**src/rtl/pic_pkg.sv**
```systemverilog
package pic_pkg;

    typedef enum logic [1:0] {
        CFG_READY,
        CFG_BASE,
        CFG_CASC,
        CFG_MODE
    } cfg_state_e;

    typedef enum logic {
        RSEL_IRR,
        RSEL_ISR
    } rd_sel_e;

    localparam logic [2:0] EOI_NS_TOP = 3'b001;

endpackage

```
**src/rtl/pic_cfg_seq.sv**
```systemverilog
module pic_cfg_seq
    import pic_pkg::*;
#(
    parameter int DW = 8
) (
    input  logic          clk,
    input  logic          rst_n,
    input  logic          wr_cmd,
    input  logic          wr_port,
    input  logic [DW-1:0] wdata,
    output logic          init_start,
    output logic          busy,
    output logic [DW-1:0] vec_base,
    output logic [DW-1:0] cascade,
    output logic          single,
    output logic          cpu_mode
);

    cfg_state_e state_q, state_d;
    logic       need_mode_q;

    // Output process
    always_comb begin
        init_start = wr_cmd & wdata[4];
        busy       = (state_q != CFG_READY);
    end

    // Next-state process
    always_comb begin
        state_d = state_q;
        if (init_start) begin
            state_d = CFG_BASE;
        end else if (wr_port) begin
            unique case (state_q)
                CFG_READY: state_d = CFG_READY;
                CFG_BASE:  state_d = !single ? CFG_CASC
                                   : (need_mode_q ? CFG_MODE : CFG_READY);
                CFG_CASC:  state_d = need_mode_q ? CFG_MODE : CFG_READY;
                CFG_MODE:  state_d = CFG_READY;
            endcase
        end
    end

    // State register
    always_ff @(posedge clk) begin
        if (!rst_n) state_q <= CFG_READY;
        else        state_q <= state_d;
    end

    // Configuration storage
    always_ff @(posedge clk) begin
        if (!rst_n) begin
            vec_base    <= '0;
            cascade     <= '0;
            single      <= 1'b0;
            need_mode_q <= 1'b0;
            cpu_mode    <= 1'b0;
        end else if (init_start) begin
            single      <= wdata[1];
            need_mode_q <= wdata[0];
            cpu_mode    <= 1'b0;
        end else if (wr_port) begin
            if (state_q == CFG_BASE) vec_base <= wdata;
            if (state_q == CFG_CASC) cascade  <= wdata;
            if (state_q == CFG_MODE) cpu_mode <= wdata[0];
        end
    end

endmodule

```
**src/rtl/pic_prio_enc.sv**
```systemverilog
module pic_prio_enc #(
    parameter int N  = 8,
    localparam int IW = $clog2(N)
) (
    input  logic [N-1:0]  req,
    output logic          any,
    output logic [IW-1:0] idx
);

    always_comb begin
        any = |req;
        idx = '0;
        for (int i = N - 1; i >= 0; i--) begin
            if (req[i]) idx = IW'(i);
        end
    end

endmodule

```
**src/rtl/pic8_ctrl.sv**
```systemverilog
module pic8_ctrl
    import pic_pkg::*;
#(
    parameter int N_IN = 8,
    localparam int IW = $clog2(N_IN)
) (
    input  logic            clk,
    input  logic            rst_n,
    input  logic [N_IN-1:0] irq_in,
    input  logic            cs,
    input  logic            rd_en,
    input  logic            wr_en,
    input  logic            a0,
    input  logic [N_IN-1:0] wdata,
    output logic [N_IN-1:0] rdata,
    output logic            int_out,
    output logic [N_IN-1:0] cfg_vec_base,
    output logic [N_IN-1:0] cfg_cascade,
    output logic            cfg_single,
    output logic            cfg_cpu_mode
);

    logic            wr_even, wr_odd, rd_even;
    logic            init_start, cfg_busy;
    logic            cmd_sel, cmd_eoi, mask_wr, poll_rd;
    logic [N_IN-1:0] irr_q, isr_q, imr_q, prev_q;
    logic [N_IN-1:0] allowed, cand, rise, ack_clr, isr_set, isr_clr;
    logic [N_IN-1:0] poll_val;
    logic            poll_pend_q;
    rd_sel_e         rsel_q;
    logic            win_any, win_live, isr_any;
    logic [IW-1:0]   win_idx, isr_idx;

    assign wr_even = cs & wr_en & ~a0;
    assign wr_odd  = cs & wr_en &  a0;
    assign rd_even = cs & rd_en & ~a0;

    pic_cfg_seq #(.DW(N_IN)) seq_i (
        .clk        (clk),
        .rst_n      (rst_n),
        .wr_cmd     (wr_even),
        .wr_port    (wr_odd),
        .wdata      (wdata),
        .init_start (init_start),
        .busy       (cfg_busy),
        .vec_base   (cfg_vec_base),
        .cascade    (cfg_cascade),
        .single     (cfg_single),
        .cpu_mode   (cfg_cpu_mode)
    );

    // Command decode, accepted only while the sequencer is ready
    assign cmd_sel = wr_even & ~wdata[4] & wdata[3] & ~cfg_busy;
    assign cmd_eoi = wr_even & ~wdata[4] & ~wdata[3] & ~cfg_busy
                   & (wdata[7:5] == EOI_NS_TOP);
    assign mask_wr = wr_odd & ~cfg_busy;
    assign poll_rd = rd_even & poll_pend_q;

    // A request is eligible only above every in-service level
    always_comb begin
        logic acc;
        acc = 1'b0;
        for (int i = 0; i < N_IN; i++) begin
            acc        = acc | isr_q[i];
            allowed[i] = ~acc;
        end
    end

    assign cand = irr_q & ~imr_q & allowed;

    pic_prio_enc #(.N(N_IN)) win_enc_i (
        .req (cand),
        .any (win_any),
        .idx (win_idx)
    );

    pic_prio_enc #(.N(N_IN)) isr_enc_i (
        .req (isr_q),
        .any (isr_any),
        .idx (isr_idx)
    );

    assign win_live = irq_in[win_idx];
    assign int_out  = win_any;
    assign rise     = irq_in & ~prev_q;

    always_comb begin
        poll_val = '0;
        if (!win_any) begin
            poll_val[IW-1:0] = IW'(N_IN - 1);
        end else if (!win_live) begin
            poll_val[N_IN-1] = 1'b1;
            poll_val[IW-1:0] = IW'(N_IN - 1);
        end else begin
            poll_val[N_IN-1] = 1'b1;
            poll_val[IW-1:0] = win_idx;
        end
    end

    always_comb begin
        ack_clr = '0;
        isr_set = '0;
        isr_clr = '0;
        if (poll_rd && win_any) begin
            ack_clr[win_idx] = 1'b1;
            if (win_live) isr_set[win_idx] = 1'b1;
        end
        if (cmd_eoi && isr_any) isr_clr[isr_idx] = 1'b1;
    end

    always_comb begin
        if (a0)                    rdata = imr_q;
        else if (poll_pend_q)      rdata = poll_val;
        else if (rsel_q == RSEL_ISR) rdata = isr_q;
        else                       rdata = irr_q;
    end

    always_ff @(posedge clk) begin
        if (!rst_n) begin
            prev_q      <= '1;
            irr_q       <= '0;
            isr_q       <= '0;
            imr_q       <= '1;
            rsel_q      <= RSEL_IRR;
            poll_pend_q <= 1'b0;
        end else begin
            prev_q <= irq_in;
            irr_q  <= (irr_q & ~ack_clr) | rise;
            if (init_start) begin
                isr_q       <= '0;
                imr_q       <= '0;
                rsel_q      <= RSEL_IRR;
                poll_pend_q <= 1'b0;
            end else begin
                isr_q <= (isr_q | isr_set) & ~isr_clr;
                if (mask_wr) imr_q <= wdata;
                if (cmd_sel && wdata[1]) rsel_q <= wdata[0] ? RSEL_ISR : RSEL_IRR;
                if (cmd_sel && wdata[2]) poll_pend_q <= 1'b1;
                else if (poll_rd)        poll_pend_q <= 1'b0;
            end
        end
    end

endmodule

```
**config.mk**
```make
export PLATFORM = sky130hd
export DESIGN_NAME = pic8_ctrl
export DESIGN_NICKNAME = d
export VERILOG_FILES = /design/src/rtl/pic_pkg.sv /design/src/rtl/pic_cfg_seq.sv /design/src/rtl/pic_prio_enc.sv /design/src/rtl/pic8_ctrl.sv
export SDC_FILE = /design/constraint.sdc
export NUM_CORES = 1
export LEC_CHECK = 0
export ABC_CLOCK_PERIOD_IN_PS = 2900
export BUFFER_PORTS_ARGS = -buffer_cell sky130_fd_sc_hd__buf_2
export CAP_MARGIN = 20
export CELL_PAD_IN_SITES_DETAIL_PLACEMENT = 0
export CELL_PAD_IN_SITES_GLOBAL_PLACEMENT = 1
export CORE_MARGIN = 1
export CORE_UTILIZATION = 24
export CTS_CLUSTER_SIZE = 16
export DETAILED_ROUTE_END_ITERATION = 10
export PLACE_DENSITY_LB_ADDON = 0.1
export SLEW_MARGIN = 5
export SYNTH_ARGS = -nofsm -noshare
export SYNTH_HDL_FRONTEND = slang
export SYNTH_SLANG_ARGS = --single-unit
export TNS_END_PERCENT = 5
```
**constraint.sdc**
```tcl
create_clock -name clk -period 2.9 [get_ports clk]
set_input_delay 0.58 -clock clk [delete_from_list [all_inputs] [get_ports clk]]
set_output_delay 0.58 -clock clk [all_outputs]
set_load 0.01 [all_outputs]
```
## Yosys cells after proc, flatten, opt, wreduce, memory -nomap -nowiden

Cells that the tools add are included.

- Output and inout port bits: 27
- Flip-flop bits (word level): 55
- Bits in latches: 0
- Bits in read-only memories: 0
- Memories kept: 0
- Bits in writable memories: 0
- Logic and storage cells: 127

- $mul: 0
- Shift operators: 0
- Div/mod/pow operators: 0
- Reductions and logical operators: 18
- Multiplexer cells: 42
- Magnitude comparators: 4
- Equal/unequal tests: 4
- $add $sub $neg: 0
- Bitwise gates (word level): 46

Operators by type and width:

| kind | count |
|---|---|
| 2-to-1 mux 8 bit | 9 |
| 2-to-1 mux 3 bit | 18 |
| bitwise AND 8 bit | 5 |
| NOT 8 bit | 4 |
| OR 8 bit | 2 |
| OR reduction 8 bit | 2 |
| bitwise AND 1 bit | 14 |
| NOT 1 bit | 14 |
| 2-to-1 mux 1 bit | 9 |
| < comparator 3 x 4 -> 1 bit (second input constant) | 2 |
| nonzero test 2 bit | 4 |
| OR 1 bit | 7 |
| demux 1 bit (select 3 bit) | 2 |
| greater-or-equal comparator 3 x 1 -> 1 bit (second input constant) | 2 |
| logical AND 1 bit | 6 |
| one-hot mux 2 bit (3 select lines) | 1 |
| AND reduction 3 bit | 2 |
| == test 2 bit (second input constant) | 2 |
| 2-to-1 mux 2 bit | 2 |
| OR reduction 2 bit | 2 |
| binary-select mux 1 bit (select 3 bit) | 1 |
| == test 3 x 1 -> 1 bit (second input constant) | 1 |
| == test 2 x 1 -> 1 bit (second input constant) | 1 |
| logical NOT 2 bit | 1 |
| AND reduction 2 bit | 1 |

## Longest topological paths before layout

Gate-level depths: netlist of the first run.

- Word-level depth: 25
- Gate-level depth with buffers: 8
- Depth with buffers taken out: 6

## Modules after synthesis

From an unflattened synthesis of the first run, not the netlist that was laid out.

- Cells, all modules: 332
- Area total of the unflattened synthesis: 2889.0 µm²

By module, submodules not included:

| module | cells each | instances | area each (µm²) |
|---|---|---|---|
| pic8_ctrl | 215 | 1 | 1881.8 |
| pic_cfg_seq | 91 | 1 | 844.6 |
| pic_prio_enc | 13 | 2 | 81.3 |

## Worst setup path before layout of the first run

No wires, ideal clock.

- Path type: register -> output
- From: reg isr_q[0]
- To: out rdata[2]
- Data arrival time: 2.057 ns
- Path buffers: 1
- Path slack: 0.263 ns
- Stages on the path, launching flop included: 8
- Cells stage by stage: dfxtp_1 nor2_1 and3_1 clkbuf_2 o21ai_0 o21ai_2 mux4_2 a31oi_1

- Cells in the longest elaborated chain, start to end: 23

Ends and longest elaborated chain:

| element | line | source |
|---|---|---|
| start: declaration | pic8_ctrl.sv:26 | `logic [N_IN-1:0] irr_q, isr_q, imr_q, prev_q;` |
| start signal: assignment | pic8_ctrl.sv:135 | `isr_q <= (isr_q \| isr_set) & ~isr_clr;` |
| OR 1 bit (7 in series) | pic8_ctrl.sv:64 | `acc = acc \| isr_q[i];` |
| NOT 1 bit | pic8_ctrl.sv:65 | `allowed[i] = ~acc;` |
| bitwise AND 8 bit (*) | pic8_ctrl.sv:69 | `assign cand = irr_q & ~imr_q & allowed;` |
| 2-to-1 mux 3 bit (8 in series) | pic_prio_enc.sv:14 | `if (req[i]) idx = IW'(i);` |
| binary-select mux 1 bit (select 3 bit) | pic8_ctrl.sv:83 | `assign win_live = irq_in[win_idx];` |
| 2-to-1 mux 1 bit (not written as such) | pic8_ctrl.sv:83 |  |
| 2-to-1 mux 3 bit | pic8_ctrl.sv:91 | `end else if (!win_live) begin` |
| 2-to-1 mux 3 bit (*) | pic8_ctrl.sv:89 | `if (!win_any) begin` |
| 2-to-1 mux 8 bit (*) | pic8_ctrl.sv:113 | `else if (poll_pend_q) rdata = poll_val;` |
| 2-to-1 mux 8 bit (*) | pic8_ctrl.sv:112 | `if (a0) rdata = imr_q;` |
| end: declaration | pic8_ctrl.sv:15 | `output logic [N_IN-1:0] rdata,` |

Mark *: on every way between the ends. The rest lies on a longest branch, timed or not. The select of a mux whose other input is x is not followed.

## Final worst setup path of the first run

- From: reg isr_q[7]
- To: out rdata[1]

- Cells in the longest elaborated chain, start to end: 17

Ends and longest elaborated chain:

| element | line |
|---|---|
| OR 1 bit (*) | pic8_ctrl.sv:64 |
| NOT 1 bit (*) | pic8_ctrl.sv:65 |
| bitwise AND 8 bit (*) | pic8_ctrl.sv:69 |
| 2-to-1 mux 3 bit (8 in series) | pic_prio_enc.sv:14 |
| binary-select mux 1 bit (select 3 bit) | pic8_ctrl.sv:83 |
| 2-to-1 mux 1 bit (not written as such) | pic8_ctrl.sv:83 |
| 2-to-1 mux 3 bit | pic8_ctrl.sv:91 |
| 2-to-1 mux 3 bit (*) | pic8_ctrl.sv:89 |
| 2-to-1 mux 8 bit (*) | pic8_ctrl.sv:113 |
| 2-to-1 mux 8 bit (*) | pic8_ctrl.sv:112 |

Marks and branches as above.

==> impl_results.md, run 1 <==
- Layout Nets: 405
- Fmax achieved: 346 MHz
- Root Driver: clkbuf_16
- Pleak: 1.37 nW
- Status: completed
- Wire length of the first global-routing pass: 14,500 µm
- Worst EP required: 2320 ps
- Peak fanout along the critical path: 6
- Cells on Worst Hold Path: 2
- GRT overflow: 0
- Vias in the first global route: 2,629
- Layout Utilization: 0.325
- Final WL: 9010 µm
- HPWL after detailed placement: 6920 µm
- Worst-path clk slew: 80 ps
- TritonCTS clock tree: yes
- Share of cells above drive strength 1: 0.323
- Place WS: 95.9 ps
- Crit share post-route: 0.997
- Headroom to the max-slew limit: 0.549
- Core area: 0.0110 mm²
- Clk sink count: 55
- Synth async-reset ratio: 0
- P per Cell Area: 460 mW/mm²
- H-tree depth: 2
- Fill cells: 1,188
- Fin. Hold Viols: 0
- Synth cell count leaders: dfxtp_1, nor2_1, mux2i_1, nand2_1, a21oi_1
- Worst skew pair latency: 300 ps
- Reg2reg setup slack: 470 ps
- Port Buffers: 48
- CP arrival: 2310 ps
- YS warnings: 0
- DRT iter0 DRCs: 111
- RSZ-0062 raised after global routing: true
- P&R area growth vs syn: 30.5%
- RR Endpoint: isr_q[1]
- Setup Skew: 6.59 ps
- Initial core utilization: 0.249
- Site Rows: 38
- I/O pin count: 49
- Diodes inserted: 0
- Post-synth EDFFs: 0
- Chip width: 109 µm
- Tmin final: 2890 ps
- Final ANT Viol Nets: 0
- Worst R2R Path Depth: 8
- Hold Startpoint: seq_i.single
- Hold EP: seq_i.single
- Crit path kind: flop to output port
- Most area-consuming cells after synthesis: dfxtp_1, mux2i_1, nor2_1
- Int Pwr: 1.20 mW
- Vias per inst: 4.94
- Cell variety after synth: 62
- Transition time at the pin with the least slew margin: 671 ps
- Largest net degree at the start of global routing: 33
- WL/cell: 17.2 µm
- R2r startpoint: isr_q[0]
- Clock Power Share: 0.394
- Sequential share of power: 0.482
- Top cell type by total area after synthesis: dfxtp_1
- Sw Pwr: 0.449 mW
- Chip Height: 109 µm
- Syn Area/Cell: 8.71 µm²
- RePlAce Congestion: 0.784
- Main synth FF type: dfxtp_1
- Final Max Tran Viols: 0
- Total track usage: 0.161
- Die ar.: 0.0118 mm²
- Syn_nets: 336
- Crit end category: output port
- Count of state elements after synthesis: 55
- Switching Share: 0.273
- Min-delay worst type: flop to flop
- Max-cap violations: 0
- Routed vias: 2,586
- Setup crit start kind: flop
- Post-route setup slack: 8.38 ps
- Initial antenna violation count: 0
- Setup-failing EPs final: 0
- Clock Tree Buf Depth: 2
- Comb power frac: 0.124
- Post-Syn Area: 0.00274 mm²
- Peak supply drop: 0.000242 V
- DR pass1 iterations: 4
- Post-Synthesis Cells: 314
- Area share of the largest cell type after synthesis: 0.402
- Register area share after synthesis: 0.402
- CTS buffer count: 5
- Most common cell in the netlist: dfxtp_1
- Drc violations: 0
per-stage QoR:
stage	TNS, ps	instance area [µm²]	hold slack, ps	cells	power [mW]
after global routing	-222	3570	509	524	1.71
after global placement	0	3260	469	509	1.00
after floorplan	0	2740	442	314	0.907
after detailed placement	0	3260	464	509	0.997
after CTS	-3.28	3550	476	523	1.66
final	0	3570	469	524	1.64
kinds of logic (layout without fill, tap and decap cells):
| logic type | Yosys count | in the layout | share of synthesized area |
|---|---|---|---|
| compound gates | 78 | 78 | 0.199 |
| buf+inv | 25 | 95 | 0.0366 |
| flops | 55 | 55 | 0.402 |
| mux | 26 | 26 | 0.101 |
| simple gates | 130 | 130 | 0.261 |
per-layer routing:
layer	vias to the layer above	part of all wire	routed length, µm	global-route usage
li1	1290	-	-	-
met1	1229	0.49	4440	0.219
met2	53	0.45	4070	0.256
met3	14	0.029	264	0.0221
met4	0	0.026	232	0.0608
met5	-	0	0	0
sequential cells by signal, summed over array words and instances, names as in the netlist:
| register | count |
|---|---|
| seq_i.cascade | 8 |
| seq_i.cpu_mode | 1 |
| seq_i.single | 1 |
| rsel_q | 1 |
| prev_q | 8 |
| isr_q | 8 |
| imr_q | 8 |
| seq_i.state_q | 2 |
| irr_q | 8 |
| poll_pend_q | 1 |
| seq_i.need_mode_q | 1 |
| seq_i.vec_base | 8 |
timing repair:
action | 4_1_cts | 5_1_grt
setup endpoints to repair | 3 | 3
pin swaps | 7 | 11
gates resized for setup | 23 | 5
hold buffers | 0 | 0
buffers inserted | 6 | 1
how the worst max path moves through the flow:
stage                     startpoint        to  slack (ps)
after global placement      imr_q[5]  rdata[1]         130
after CTS                   imr_q[5]  rdata[2]          -3
after global routing        isr_q[7]  rdata[1]         -90
after floorplan             isr_q[0]  rdata[2]         260
final                       isr_q[7]  rdata[1]           8
after detailed placement    isr_q[0]  rdata[2]         100
placed cells by master (no fill, tap or decap), types with 3 or more instances in the layout:
cell type  instances
nand2_1           23
dfxtp_2            6
dfxtp_1           48
a31oi_1            3
nor2b_1            7
a21oi_1           16
o21ai_0           14
nor2_1            35
nand2b_1          11
nor3_1             6
o21a_1             3
nor4_2             3
clkbuf_16          5
a211oi_1           3
o31ai_1            4
a221o_1            8
buf_4             28
nand3_1            9
mux2i_1           23
a21boi_0           3
inv_1             11
buf_2             48
power by group through the flow:
stage / registers, mW / clock network [mW] / logic [mW]
2_1_floorplan: 0.805 / 0 / 0.102
3_3_place_gp: 0.811 / 0 / 0.188
4_1_cts: 0.793 / 0.664 / 0.203
3_5_place_dp: 0.811 / 0 / 0.186
5_1_grt: 0.795 / 0.695 / 0.224
6_report: 0.792 / 0.648 / 0.204
layout make-up:
class,instances,area (µm²),share of cell area
clock buffers,5,125,0.0350
repair buffers,76,450,0.126
multi-input cells,234,1640,0.459
inverters,11,41.3,0.0116
well taps,140,175,0.0490
flip-flops and latches,55,1110,0.311
clock inverters,3,27.5,0.00771
worst max-delay path, cell delays in order, from the launching register on:
cell and delay [ps]:
dfxtp_2 340, nor4b_4 350, nor2_2 80, a221o_2 460, a311o_1 340, nor4_2 230, a211oi_1 60, buf_2 150
Note: power is estimated with default switching activity, not from simulation.
==> run 2: changes to the inputs <==
--- a/config.mk
+++ b/config.mk
@@ -5,6 +5,7 @@
 export SDC_FILE = /design/constraint.sdc
 export NUM_CORES = 1
 export LEC_CHECK = 0
+export ABC_AREA = 0
 export ABC_CLOCK_PERIOD_IN_PS = 2900
 export BUFFER_PORTS_ARGS = -buffer_cell sky130_fd_sc_hd__buf_2
 export CAP_MARGIN = 20
@@ -14,7 +15,7 @@
 export CORE_UTILIZATION = 24
 export CTS_CLUSTER_SIZE = 16
 export DETAILED_ROUTE_END_ITERATION = 10
-export PLACE_DENSITY_LB_ADDON = 0.1
+export PLACE_DENSITY_LB_ADDON = 0.12
 export SLEW_MARGIN = 5
 export SYNTH_ARGS = -nofsm -noshare
 export SYNTH_HDL_FRONTEND = slang
==> run 2 against run 1 <==
Compared with the run above: die area unchanged; final area increased by 1.4%; fmax decreased by 1.4%; clock skew about the same; setup slack got worse by 42 ps; critical endpoint unchanged; the run now ends with negative setup slack left; critical path depth unchanged; power increased by 3.8%; largest cell class unchanged; register-to-register slack about the same; global-route usage decreased by 0.15 points; critical path type unchanged; sequential power about the same.
==> impl_results.md, run 2 (synthesis gave the netlist of run 1 again) <==
- Setup Skew: 6.59 ps (-0.00566 ps)
- Final Max Tran Viols: 0 (unchanged)
- DR pass1 iterations: 4 (unchanged)
- Wire length of the first global-routing pass: 14,200 µm (-2.1%)
- Post-route setup TNS: -66.8 ps (-66.8 ps)
- I/O pin count: 49 (unchanged)
- Site Rows: 38 (unchanged)
- Vias in the first global route: 2,528 (-3.8%)
- Crit-path leading delay family: simple AND/OR/NAND/NOR gates
- Hold_buf cts: 0 (unchanged)
- Area occupied by multi-input gates: 0.00165 mm² (+0.53%)
- Worst EP required: 2320 ps (about the same)
- Initial core utilization: 0.249 (unchanged)
- Diodes inserted: 0 (unchanged)
- GRT overflow: 0 (unchanged)
- Layout Nets: 407 (+0.49%)
- Die ar.: 0.0118 mm² (unchanged)
- Fin. Hold Viols: 0 (unchanged)
- Pleak: 1.40 nW (+1.7%)
- RSZ-0062 raised after global routing: true
- Worst-path clk slew: 70 ps (about the same)
- Transition time at the pin with the least slew margin: 741 ps (+70.0 ps)
- Routed vias: 2,549 (-1.4%)
- Crit path kind: flop to output port
- Cells on Worst Hold Path: 2 (unchanged)
- Crit end category: output port
- TritonCTS clock tree: yes
- Clock Tree Buf Depth: 2 (unchanged)
- Largest net degree at the start of global routing: 33 (unchanged)
- Peak fanout along the critical path: 8 (+2)
- Setup crit start kind: flop
- Worst path max stage delay: 540 ps (+80 ps)
- Worst skew pair latency: 300 ps (about the same)
- Initial antenna violation count: 0 (unchanged)
- Post-route setup slack: -34.1 ps (-42.4 ps)
- P&R area growth vs syn: 32.3%
- Crit share post-route: 1.01 (+0.0146)
- DRT iter0 DRCs: 88 (-21%)
- WL/cell: 17.0 µm (-0.88%)
- Headroom to the max-slew limit: 0.502 (-0.0471)
- P per Cell Area: 471 mW/mm² (+2.4%)
- Hold EP: irr_q[7]
- Peak supply drop: 0.000258 V (+6.6%)
- CTS buffer count: 5 (unchanged)
- HPWL after detailed placement: 6860 µm (-0.88%)
- Status: complete, but fails checks
- Failing checks: negative setup slack
- Tmin final: 2930 ps (+42.4 ps)
- Fmax achieved: 341 MHz (-1.4%)
- Worst-path cell chain: or4b_4 -> and2_4 -> o211a_1 -> a311o_1 -> nor4_2 -> a211oi_2 -> buf_2
- Place WS: -28.5 ps (-124 ps)
- Chip width: 109 µm (unchanged)
- Buffer and inverter count on the worst path: 1 (unchanged)
- Drc violations: 0 (unchanged)
- RePlAce Congestion: 0.790 (+0.75%)
- Fill cells: 1,179 (-0.76%)
- Min-delay worst type: flop to flop
- Max-cap violations: 0 (unchanged)
- Final WL: 8970 µm (-0.50%)
- Reg2reg setup slack: 460 ps (about the same)
- Setup-failing EPs final: 2 (+2)
- FF+latch area: 0.00111 mm² (+0.11%)
- Vias per inst: 4.85 (-1.8%)
- Worst R2R Path Depth: 7 (-1)
- Commonest non-fill, non-tap cell in the layout: dfxtp_1
- Root Driver: clkbuf_16
- Hold Startpoint: prev_q[7]
- Final ANT Viol Nets: 0 (unchanged)
- Chip Height: 109 µm (unchanged)
- Commonest cells after routing, fill and taps aside: dfxtp_1, buf_2, nor2_1
- R2r startpoint: isr_q[0]
- Core area: 0.0110 mm² (unchanged)
- Worst path slowest cell: or4b_4
- Total track usage: 0.159 (-0.00152)
- Port Buffers: 48 (unchanged)
- Clk sink count: 55 (unchanged)
- RR Endpoint: isr_q[1]
- H-tree depth: 2 (unchanged)
- Share of cells above drive strength 1: 0.329 (+0.00610)
- CP arrival: 2350 ps (+40 ps)
-- run 2: worst min-delay path: stages (launching register included) --
cell and delay, ps:
dfxtp_1 300, nand2b_1 90, a21oi_1 50
-- run 2: timing repair --
item / 4_1_cts / 5_1_grt
setup buffers: 7 / 2
setup endpoints to repair: 3 / 4
hold endpoints to repair: 0 / 0
resized for setup: 25 / 6
pin swaps: 6 / 7
-- run 2: final cells by class --
cell class                      count  area share
Sequential cell                    55       0.308
Clock buffer                        5      0.0346
Inverter                           11      0.0114
Clock inverter                      3      0.0131
Multi-Input combinational cell    234       0.455
Tap cell                          140      0.0484
Timing Repair Buffer               78       0.130
-- run 2: worst max-delay path by stage --
stage	start	to	slack (ps)	cells after the start
6_report	isr_q[0]	rdata[1]	-30	7
5_1_grt	isr_q[6]	rdata[1]	-160	8
4_1_cts	isr_q[6]	rdata[1]	-40	8
3_5_place_dp	isr_q[0]	rdata[1]	-30	7
3_3_place_gp	imr_q[5]	rdata[1]	100	7
2_1_floorplan	isr_q[0]	rdata[2]	260	7
-- run 2: stage by stage --
stage          cell area, µm²  std cells  hold WS [ps]  total power, mW  utilization
6_report                 3620        526           480             1.71        0.330
5_1_grt                  3620        526           505             1.78        0.330
4_1_cts                  3580        524           484             1.73        0.326
3_5_place_dp             3260        509           473            0.997        0.296
3_3_place_gp             3260        509           469            0.998        0.296
2_1_floorplan            2740        314           442            0.907            -
-- run 2: layer usage --
layer	share of wire	vias to the layer above	GRT usage	wire length, µm
met5	0	-	0	0
met4	0.014	0	0.0396	123
met3	0.022	9	0.0299	195
met2	0.46	37	0.256	4170
met1	0.50	1205	0.218	4480
li1	-	1298	-	-
-- run 2: power breakdown --
part | internal, mW | leakage [nW] | switching, mW
clock | 0.413 | 0.0844 | 0.295
sequential | 0.774 | 0.452 | 0.0171
combinational | 0.0915 | 0.860 | 0.116
total | 1.28 | 1.40 | 0.428
==> run 3: changes to the inputs <==
--- a/config.mk
+++ b/config.mk
@@ -6,7 +6,6 @@
 export NUM_CORES = 1
 export LEC_CHECK = 0
 export ABC_AREA = 0
-export ABC_CLOCK_PERIOD_IN_PS = 2900
 export BUFFER_PORTS_ARGS = -buffer_cell sky130_fd_sc_hd__buf_2
 export CAP_MARGIN = 20
 export CELL_PAD_IN_SITES_DETAIL_PLACEMENT = 0
@@ -16,8 +15,8 @@
 export CTS_CLUSTER_SIZE = 16
 export DETAILED_ROUTE_END_ITERATION = 10
 export PLACE_DENSITY_LB_ADDON = 0.12
+export REMOVE_ABC_BUFFERS = 1
 export SLEW_MARGIN = 5
 export SYNTH_ARGS = -nofsm -noshare
 export SYNTH_HDL_FRONTEND = slang
 export SYNTH_SLANG_ARGS = --single-unit
-export TNS_END_PERCENT = 5
==> run 3 against run 2 <==
Compared with the run above: the flow now finishes without violations; first-iteration DRC count down 27%; largest cell class unchanged; combinational power is 6% higher; wire length increased by 2.4%; power grew 0.15%; fmax increased by 2.3%; global-route usage grew 0.19 points; highest routed layer unchanged; clock power shrank 1%; non-clock buffer count is 5 higher; critical path type unchanged; flip-flop and latch count unchanged; utilization grew 0.69 points; critical path depth increased by 1.
==> impl_results.md, run 3 (synthesis gave the netlist of run 1 again) <==
- Status: completed
- Dpl cells: 510 (+0.20%)
- Hold Startpoint: seq_i.cascade[2]
- Port Buffers: 48 (unchanged)
- P per Cell Area: 462 mW/mm² (-1.9%)
- Peak fanout along the critical path: 7 (-1)
- Clk sink count: 55 (unchanged)
- Root Driver: clkbuf_16
- Crit path kind: flop to output port
- Worst-path clk slew: 70 ps (about the same)
- WL/cell: 17.3 µm (+1.4%)
- Hold EP: seq_i.cascade[2]
- Headroom to the max-slew limit: 0.557 (+0.0553)
- Core area: 0.0110 mm² (unchanged)
- P&R area growth vs syn: 35.1%
- Worst skew pair latency: 300 ps (about the same)
- Max-cap violations: 0 (unchanged)
- Post-Layout Cell Count: 531 (+0.95%)
- Chip width: 109 µm (unchanged)
- Largest net degree at the start of global routing: 33 (unchanged)
- Clock Tree Buf Depth: 2 (unchanged)
- Vias in the first global route: 2,563 (+1.4%)
- Chip Height: 109 µm (unchanged)
- Total track usage: 0.161 (+0.00187)
- Setup crit start kind: flop
- Min-delay worst type: flop to flop
- Commonest non-fill, non-tap cell in the layout: buf_2
- Fin. Hold Viols: 0 (unchanged)
- Setup Skew: 13.4 ps (+6.81 ps)
- Initial core utilization: 0.249 (unchanged)
- RSZ-0062 raised after global routing: true
- CTS buffer count: 5 (unchanged)
- I/O pin count: 49 (unchanged)
- Worst EP required: 2320 ps (about the same)
- DR pass1 iterations: 4 (unchanged)
- Wire length of the first global-routing pass: 14,300 µm (+1.1%)
- GRT overflow: 0 (unchanged)
- TritonCTS clock tree: yes
- HPWL after detailed placement: 6930 µm (+1.1%)
- Peak supply drop: 0.000208 V (-19%)
- RR Endpoint: isr_q[1]
- H-tree depth: 2 (unchanged)
- Crit share post-route: 0.989 (-0.0223)
- CP arrival: 2290 ps (-60 ps)
- Hold_buf cts: 0 (unchanged)
- Launch point of the worst path: isr_q[0]
- Commonest cells after routing, fill and taps aside: buf_2, dfxtp_1, nor2_1
- Crit end category: output port
- Final ANT Viol Nets: 0 (unchanged)
- Transition time at the pin with the least slew margin: 659 ps (-82.3 ps)
- Place WS: 34.7 ps (+63.2 ps)
- Pleak: 1.42 nW (+1.9%)
- Tmin final: 2870 ps (-64.8 ps)
- Setup-failing EPs final: 0 (-2)
- Share of cells above drive strength 1: 0.345 (+0.0163)
- Worst R2R Path Depth: 9 (+2)
- Die ar.: 0.0118 mm² (unchanged)
- DRT iter0 DRCs: 64 (-27%)
- RePlAce Congestion: 0.832 (+5.3%)
- Layout Utilization: 0.337 (+0.00695)
- Layout Nets: 412 (+1.2%)
- Cells on Worst Hold Path: 2 (unchanged)
- Vias per inst: 4.98 (+2.8%)
- R2r startpoint: isr_q[0]
- Fmax achieved: 349 MHz (+2.3%)
- Reg2reg setup slack: 280 ps (-180 ps)
- Post-route setup slack: 30.7 ps (+64.8 ps)
- Final Max Tran Viols: 0 (unchanged)
- Site Rows: 38 (unchanged)
- Routed vias: 2,646 (+3.8%)
- Drc violations: 0 (unchanged)
- Final WL: 9180 µm (+2.4%)
- Initial antenna violation count: 0 (unchanged)
- Diodes inserted: 0 (unchanged)
==> run 3: metrics by stage <==
step / hold WS, ps / TNS, ps / power [mW] / instance area [µm²]
after floorplan: 442 / 0 / 0.901 / 2680
after global placement: 470 / 0 / 1.01 / 3260
after detailed placement: 479 / 0 / 1.00 / 3260
after CTS: 497 / -6.61 / 1.72 / 3540
after global routing: 506 / -114 / 1.79 / 3700
final: 491 / 0 / 1.71 / 3700
==> run 3: area by class of cell <==
| cell class | count | area, µm² |
|---|---|---|
| fillers | 1167 | 7290 |
| multi-input cells | 234 | 1670 |
| flip-flops and latches | 55 | 1130 |
| repair buffers | 83 | 510 |
| well taps | 140 | 175 |
| clock buffers | 5 | 125 |
| clock inverters | 3 | 46.3 |
| inverters | 11 | 41.3 |
==> run 3: repair_timing <==
action	4_1_cts	5_1_grt
buffers inserted	4	9
hold endpoints to repair	0	0
pin swaps	6	16
gates resized for setup	20	24
setup endpoints to repair	3	4
==> run 3: worst max path at each step <==
stage,endpoint,slack (ps),cells after the start
2_1_floorplan,rdata[2],130,6
3_3_place_gp,rdata[0],120,7
3_5_place_dp,rdata[0],30,7
4_1_cts,rdata[0],-7,8
5_1_grt,rdata[1],-70,7
6_report,rdata[1],30,8
==> run 3: where the power goes <==
group          switching (mW)  internal, mW  leakage, nW
combinational           0.121        0.0993        0.889
sequential             0.0177         0.771        0.454
clock                   0.289         0.411       0.0804
total                   0.428          1.28         1.42
==> run 3: worst max-delay path, stage by stage (launching register included) <==
cell and delay, ps:
dfxtp_4 380, nor4_2 330, and4bb_2 320, a211oi_4 90, buf_4 140, a311o_1 330
nor4_2 200, a211oi_2 60, buf_2 150
==> run 3: metal layers <==
layer	GRT usage	part of all wire
met1	0.220	0.48
met3	0.0317	0.048
met4	0.0328	0.0083
met5	0	0
met2	0.262	0.47
